===== config.mk =====
export PLATFORM = sky130hd
export DESIGN_NAME = usbh_fstate_ctrl
export DESIGN_NICKNAME = d
export VERILOG_FILES = /design/src/rtl/usbh_fs_pkg.sv /design/src/rtl/usbh_fs_state_reg.sv /design/src/rtl/usbh_fs_sof_timer.sv /design/src/rtl/usbh_fs_rst_gen.sv /design/src/rtl/usbh_fstate_ctrl.sv
export SDC_FILE = /design/constraint.sdc
export NUM_CORES = 1
export LEC_CHECK = 0
export ABC_AREA = 1
export BUFFER_PORTS_ARGS = -buffer_cell sky130_fd_sc_hd__buf_2
export CORE_MARGIN = 2
export CORE_UTILIZATION = 41
export CTS_CLUSTER_DIAMETER = 80
export DETAILED_ROUTE_END_ITERATION = 10
export PLACE_DENSITY = 0.6
export SETUP_SLACK_MARGIN = 0.4
export SLEW_MARGIN = 20
export SYNTH_ARGS = -nofsm -noshare
export SYNTH_HDL_FRONTEND = slang
export SYNTH_SLANG_ARGS = --single-unit

===== constraint.sdc =====
create_clock -name clk -period 1.7 [get_ports clk]
set_input_delay 0.085 -clock clk [delete_from_list [all_inputs] [get_ports clk]]
set_output_delay 0.085 -clock clk [all_outputs]
set_load 0.005 [all_outputs]

===== src/rtl/usbh_fs_pkg.sv =====
package usbh_fs_pkg;

  typedef enum logic [1:0] {
    HC_RESET  = 2'b00,
    HC_RESUME = 2'b01,
    HC_OPER   = 2'b10,
    HC_SUSP   = 2'b11
  } hc_state_e;

endpackage


===== src/rtl/usbh_fs_state_reg.sv =====
module usbh_fs_state_reg
  import usbh_fs_pkg::*;
(
  input  logic      clk,
  input  logic      rst,
  input  logic      sw_reset,
  input  logic      wr_en,
  input  logic [1:0] wr_state,
  input  logic      rmt_resume,
  output hc_state_e state_q,
  output hc_state_e state_d
);

  // Next-state selection: software reset, then write, then self move from suspend.
  always_comb begin
    state_d = state_q;
    if (sw_reset) begin
      state_d = HC_SUSP;
    end else if (wr_en) begin
      state_d = hc_state_e'(wr_state);
    end else if (state_q == HC_SUSP && rmt_resume) begin
      state_d = HC_RESUME;
    end
  end

  always_ff @(posedge clk) begin
    if (rst) state_q <= HC_RESET;
    else     state_q <= state_d;
  end

  AST_SWRST_TO_SUSP: assert property (@(posedge clk) disable iff (rst)
    sw_reset |=> state_q == HC_SUSP);

  AST_WRITE_LOADS: assert property (@(posedge clk) disable iff (rst)
    (wr_en && !sw_reset) |=> state_q == $past(wr_state));

  AST_RESUME_FROM_SUSP: assert property (@(posedge clk) disable iff (rst)
    (!sw_reset && !wr_en && rmt_resume && state_q == HC_SUSP) |=> state_q == HC_RESUME);

  AST_HOLD_OTHERWISE: assert property (@(posedge clk) disable iff (rst)
    (!sw_reset && !wr_en && state_q != HC_SUSP) |=> $stable(state_q));

endmodule


===== src/rtl/usbh_fs_sof_timer.sv =====
module usbh_fs_sof_timer
  import usbh_fs_pkg::*;
#(
  parameter int TICKS_PER_MS = 12000
) (
  input  logic      clk,
  input  logic      rst,
  input  logic      sw_reset,
  input  logic      tick,
  input  logic      clr_sof,
  input  hc_state_e state_q,
  input  hc_state_e state_d,
  output logic      sof_en_q,
  output logic      sof_flag_q
);

  localparam int CW = (TICKS_PER_MS > 1) ? $clog2(TICKS_PER_MS) : 1;
  localparam logic [CW-1:0] LAST = CW'(TICKS_PER_MS - 1);

  logic [CW-1:0] cnt_q;
  logic          in_oper;
  logic          stay_oper;
  logic          expire;

  assign in_oper   = (state_q == HC_OPER);
  assign stay_oper = (state_d == HC_OPER);
  assign expire    = in_oper && stay_oper && tick && !sof_en_q && (cnt_q == LAST);

  // Delay counter and enable: cleared whenever the state is about to leave operational.
  always_ff @(posedge clk) begin
    if (rst || !stay_oper) begin
      cnt_q    <= '0;
      sof_en_q <= 1'b0;
    end else if (in_oper && tick && !sof_en_q) begin
      if (cnt_q == LAST) begin
        sof_en_q <= 1'b1;
        cnt_q    <= '0;
      end else begin
        cnt_q <= cnt_q + 1'b1;
      end
    end
  end

  // Sticky status: set beats clear.
  always_ff @(posedge clk) begin
    if (rst || sw_reset)  sof_flag_q <= 1'b0;
    else if (expire)      sof_flag_q <= 1'b1;
    else if (clr_sof)     sof_flag_q <= 1'b0;
  end

  AST_SOF_ONLY_OPER: assert property (@(posedge clk) disable iff (rst)
    sof_en_q |-> state_q == HC_OPER);

  AST_NO_SOF_ON_ENTRY: assert property (@(posedge clk) disable iff (rst)
    (state_q != HC_OPER) |=> !sof_en_q);

  AST_FLAG_WITH_SOF: assert property (@(posedge clk) disable iff (rst)
    $rose(sof_en_q) |-> sof_flag_q);

  AST_FLAG_STICKY: assert property (@(posedge clk) disable iff (rst)
    (sof_flag_q && !clr_sof && !sw_reset) |=> sof_flag_q);

endmodule


===== src/rtl/usbh_fs_rst_gen.sv =====
module usbh_fs_rst_gen (
  input  logic clk,
  input  logic rst,
  output logic roothub_rst_q,
  output logic ds_strobe_q
);

  always_ff @(posedge clk) begin
    roothub_rst_q <= rst;
    ds_strobe_q   <= roothub_rst_q & ~rst;
  end

  AST_STROBE_SINGLE: assert property (@(posedge clk) disable iff (rst)
    ds_strobe_q |=> !ds_strobe_q);

  AST_RH_RST_ONLY_HW: assert property (@(posedge clk) disable iff (rst)
    1'b1 |=> !roothub_rst_q);

endmodule


===== src/rtl/usbh_fstate_ctrl.sv =====
module usbh_fstate_ctrl
  import usbh_fs_pkg::*;
#(
  parameter int TICKS_PER_MS = 12000
) (
  input  logic       clk,
  input  logic       rst,
  input  logic       sw_reset,
  input  logic       wr_en,
  input  logic [1:0] wr_state,
  input  logic       rmt_resume,
  input  logic       tick_12m,
  input  logic       clr_sof,
  output logic [1:0] state_o,
  output logic       roothub_rst_o,
  output logic       ds_reset_strobe_o,
  output logic       sof_en_o,
  output logic       sof_flag_o
);

  hc_state_e st_q;
  hc_state_e st_d;

  usbh_fs_state_reg u_state (
    .clk        (clk),
    .rst        (rst),
    .sw_reset   (sw_reset),
    .wr_en      (wr_en),
    .wr_state   (wr_state),
    .rmt_resume (rmt_resume),
    .state_q    (st_q),
    .state_d    (st_d)
  );

  usbh_fs_sof_timer #(.TICKS_PER_MS(TICKS_PER_MS)) u_sof (
    .clk        (clk),
    .rst        (rst),
    .sw_reset   (sw_reset),
    .tick       (tick_12m),
    .clr_sof    (clr_sof),
    .state_q    (st_q),
    .state_d    (st_d),
    .sof_en_q   (sof_en_o),
    .sof_flag_q (sof_flag_o)
  );

  usbh_fs_rst_gen u_rst (
    .clk           (clk),
    .rst           (rst),
    .roothub_rst_q (roothub_rst_o),
    .ds_strobe_q   (ds_reset_strobe_o)
  );

  assign state_o = st_q;

endmodule


; Word level (Yosys, flattened, before mapping)
; Index checks and enable logic that the tools add are counted.
[totals]
word_cells = 32
regBits = 20
input_bits = 9
output_inout_bits = 6
[op_classes]
n_addsub = 1
bitwise_logic = 2
reduce_logical = 13
eq_ne = 4
mux = 6
[ops]
columns = op, count
row1 = "14-bit by 1-bit adder with 14-bit output, second input constant", 1
row2 = "14-bit equality test, second input constant", 1
row3 = 14-bit 2-to-1 mux, 1
row4 = 1-bit logical AND, 7
row5 = "2-bit equality test, second input constant", 3
row6 = 2-bit 2-to-1 mux, 3
row7 = 1-bit logical NOT, 2
row8 = 1-bit logical OR, 2
row9 = 1-bit 2-to-1 mux, 2
row10 = 2-bit AND reduction, 1
row11 = 2-bit nonzero test, 1
row12 = 1-bit AND, 1
row13 = 1-bit inverter, 1

; Longest topological paths before layout
[logic_depth]
depth_word = 11
ltp_mapped = 9
ltp_nobuf = 9

; Modules after synthesis
; From an unflattened synthesis, not the netlist that was laid out.
[hier_totals]
cells_unflattened = 146
area_unflattened_um2 = 1006.0
[by_module_without_submodules]
columns = module, area_each_um2, cells_per_inst, n_inst, seq_area_each_um2
row1 = usbh_fs_sof_timer, 867.1, 129, 1, 320.3
row2 = usbh_fs_state_reg, 88.8, 13, 1, 40.0
row3 = usbh_fs_rst_gen, 50.0, 4, 1, 40.0

; Least setup slack after synthesis
; No wires, ideal clock.
[synth_path]
path_type = register to register
startpoint = reg u_sof.cnt_q[0]
endpoint = reg u_sof.cnt_q[9]
path_slack_ns = 0.435
stages_incl_launch_ff = 9
period_less_slack_ns = 1.265
path_buffers = 0
t_arrival_ns = 1.156
setup_time_ns = 0.109
required_ns = 1.591
path_cell_list = dfxtp_1 ha_1 nand2_2 nor2_2 nand3_2 nand2_4 inv_2 nand2_1 inv_1
[synth_between]
elab_chain_cells = 2
elab_cells_between_ends = 3
cone_classes = add/sub (1) / eq/ne (1) / mux (1)
[synth_rtl]
columns = element, line_no
row1 = "start, declared", usbh_fs_sof_timer.sv:20  ; logic [CW-1:0] cnt_q;
row2 = "start signal, assigned", usbh_fs_sof_timer.sv:39  ; cnt_q <= cnt_q + 1'b1;
row3 = 14-bit by 1-bit adder with 14-bit output or 14-bit equality test (tied branches), "usbh_fs_sof_timer.sv:39, usbh_fs_sof_timer.sv:35"
row4 = 14-bit 2-to-1 mux (*), usbh_fs_sof_timer.sv:35  ; if (cnt_q == LAST) begin
; Mark *: on every way between the ends. The rest lies on a longest branch, timed or not.
; A chain may end at the register's enable or synchronous reset.

; Worst setup path in the final report
[layout_path]
startpoint = reg u_sof.cnt_q[9]
endpoint = reg u_sof.cnt_q[9]
; Same word-level chain as after synthesis.

==> results.sh <==
export IMPL_drc=0
export IMPL_outcome="finished clean"
export IMPL_ant_nets=0
export IMPL_p_leak_nw=0.5659
export IMPL_first_iter_violations=28
export IMPL_worstPathRequired_ps=1920
export IMPL_tns_ps=0
export IMPL_ctsLongestPathBuffers=2
export IMPL_die_area_um2=2994
export IMPL_grt_usage_pct=17.80
export IMPL_worst_slew_pin_slew_ps=296.5
export IMPL_path_max_fanout=6
export IMPL_hp_class="input port to register"
export IMPL_start_util_pct=42.97
export IMPL_clock_sinks=20
export IMPL_synth_cells=154
export IMPL_tritoncts="yes"
export IMPL_slew_violations=0
export IMPL_grt_pass1_wl_um=3726
export IMPL_h_tree_depth=1
export IMPL_grt_pass1_vias=895
export IMPL_die_height_um=54.72
export IMPL_criticalPathCategory="register to register"
export IMPL_critPathSlowestCell="dfxtp_1"
export IMPL_hpwl_um=1684
export IMPL_yosys_register_bits=20
export IMPL_drive_above_1_share_pct=32.97
export IMPL_crit_buf_inv=3
export IMPL_cts_root_buf="clkbuf_4"
export IMPL_coreArea_um2=2455
export IMPL_critPathCaptureType="register"
export IMPL_dieWidth_um=54.72
export IMPL_synth_cell_types=21
export IMPL_setup_violations=0
export IMPL_grt_start_max_net_pins=12
export IMPL_slowest_delay_ps=380
export IMPL_grt_overflow_total=0
export IMPL_io_buffers=14
export IMPL_area_growth_syn_to_layout_pct=29.42
export IMPL_power_density_nw_per_um2=614.7
export IMPL_max_slew_margin_pct=80.13
export IMPL_nets=193
export IMPL_post_route_min_period_ps=1252
export IMPL_rsz0062_at_grt="yes"
export IMPL_worst_clock_skew_ps=4.024
export IMPL_avgRoutedWirePerCell_um=11.12
export IMPL_dr_pass1_iters=4
export IMPL_vdd_drop_max_uv=641.3
export IMPL_drt_total_wl_um=2358
export IMPL_avgSynthCellArea_um2=6.849
export IMPL_hold_viol_final=0
export IMPL_ios=15
export IMPL_num_vias=1020
export IMPL_start_kind="register"
export IMPL_avgViaCountPerCell=4.811
export IMPL_syn_num_nets=164
export IMPL_crit_family="simple AND/OR/NAND/NOR gates"
export IMPL_power_mw=0.8391
export IMPL_path_clk_slew_ps=110
export IMPL_clkLatencyLatePin_ps=310
export IMPL_yosysSeqAreaShare_pct=37.96
export IMPL_placementRows=18
export IMPL_gp_congestion=0.8365
export IMPL_fmax_mhz=798.5
export IMPL_cts_buffers=3
export IMPL_path_cells="inv_1, nor2_1, nand2_1, nor2_2, nand3_4, nand2_4, inv_2, nand2_1, inv_1"
export IMPL_yosysWarnings=0
export IMPL_fin_crit_sh_pct=73.67
export IMPL_cp_arrival_ps=1470
export IMPL_diodes=0
export IMPL_synth_area_um2=1055
export IMPL_antenna_found_initial=0
export IMPL_drv_cap=0
[worst min-delay path, cell delays in order]
cell and delay (ps):
buf_2 90, inv_1 50, nand2_1 70, a21oi_2 30
[per-layer routing]
metal / share of wire, % / GRT usage, % / vias to the layer above
li1: - / - / 538
met2: 49 / 29.76 / 14
met4: 0.72 / 6.250 / 0
met5: 0 / 0 / -
met1: 46 / 21.17 / 466
met3: 3.9 / 5.738 / 2
[placed cells by master (no fill, tap or decap), types with 3 or more instances in the layout]
cell type	count
a21oi_1	6
buf_2	14
buf_4	7
clkbuf_4	3
dfxtp_1	12
dfxtp_2	6
inv_1	19
inv_2	3
nand2_1	39
nand2_2	4
nand2_4	4
nand3_1	10
nand4_1	3
nor2_1	19
nor2_2	3
nor2_4	7
nor3_1	4
xor2_1	4
[cell families (layout without fill, tap and decap cells)]
kind of cell	after synthesis	count (layout)	share of synthesized area, %
AND/OR/NAND/NOR	95	96	43.54
buffers and inverters	22	49	7.829
flip-flops	20	20	37.96
AO/OA/AOI/OAI	11	11	5.339
XOR/XNOR	5	5	4.152
adder cells (fa/ha/maj)	1	1	1.186
[final cells by class]
| type | instances | area (um2) |
|---|---|---|
| multi-input combinational | 113 | 650.6 |
| timing repair buffer | 23 | 142.6 |
| inverter | 22 | 82.58 |
| clock buffer | 4 | 36.28 |
| fill | 243 | 1090 |
| tap | 30 | 37.54 |
| sequential | 20 | 415.4 |
[cell usage after synthesis]
cell type,number,area [um2]
xor2_1,4,35.03
nand3_2,1,10.01
a21oi_1,8,40.04
xnor2_1,1,8.760
inv_2,3,11.26
nor2_4,2,22.52
nand2_4,2,22.52
dfxtp_1,20,400.4
nand2_2,3,18.77
nor3_1,4,20.02
nor2_1,21,78.83
a31oi_1,1,6.260
nand2_1,41,153.9
nand4_1,3,18.77
nor3_4,1,16.27
nor3_2,1,10.01
nand3_1,10,50.05
o21ai_0,2,10.01
inv_1,19,71.32
nor2_2,6,37.54
ha_1,1,12.51
[registers in the layout (all words and copies together) (netlist names)]
| signal | count |
|---|---|
| u_state.state_q | 2 |
| u_rst.ds_strobe_q | 1 |
| u_sof.cnt_q | 14 |
| u_sof.sof_flag_q | 1 |
| u_sof.sof_en_q | 1 |
| u_rst.roothub_rst_q | 1 |
[path summary, 6_finish.rpt]
path | endpoint | startpoint | depth (start not counted) | slack, ps
setup reg to reg | u_sof.cnt_q[9] | u_sof.cnt_q[9] | 9 | 450
hold / removal | u_sof.sof_flag_q | sw_reset | 4 | 40
setup / recovery | u_sof.cnt_q[9] | u_sof.cnt_q[9] | 9 | 450
hold reg to reg | u_rst.ds_strobe_q | u_rst.roothub_rst_q | 2 | 420
[repair_timing]
| item | 4_1_cts | 5_1_grt |
|---|---|---|
| resized for setup | 6 | 21 |
| setup endpoints to repair | 12 | 14 |
| gates cloned | 1 | 0 |
| endpoints found under the hold margin | 4 | 0 |
| pin swaps | 4 | 5 |
| hold buffers | 2 | 0 |
| buffers inserted | 0 | 7 |
[metrics by stage]
step / cells / instance area, um2 / util, % / setup slack, ps / hold WS [ps]
after floorplan: 154 / 1055 / - / 434.7 / 112.7
after global placement: 198 / 1162 / 47.35 / 358.4 / 243.6
after detailed placement: 198 / 1162 / 47.35 / 270.2 / 244.5
after CTS: 205 / 1245 / 50.71 / 401.3 / 22.98
after global routing: 212 / 1365 / 55.61 / 385.3 / 41.92
final: 212 / 1365 / 55.61 / 447.6 / 41.33
[power by group]
| part | total [mW] | switching (mW) | internal [mW] |
|---|---|---|---|
| clock | 0.280 | 0.149 | 0.131 |
| sequential | 0.479 | 0.00636 | 0.472 |
| combinational | 0.0800 | 0.0443 | 0.0356 |
| total | 0.839 | 0.200 | 0.639 |
No activity file was read; power rests on OpenSTA's default activity.
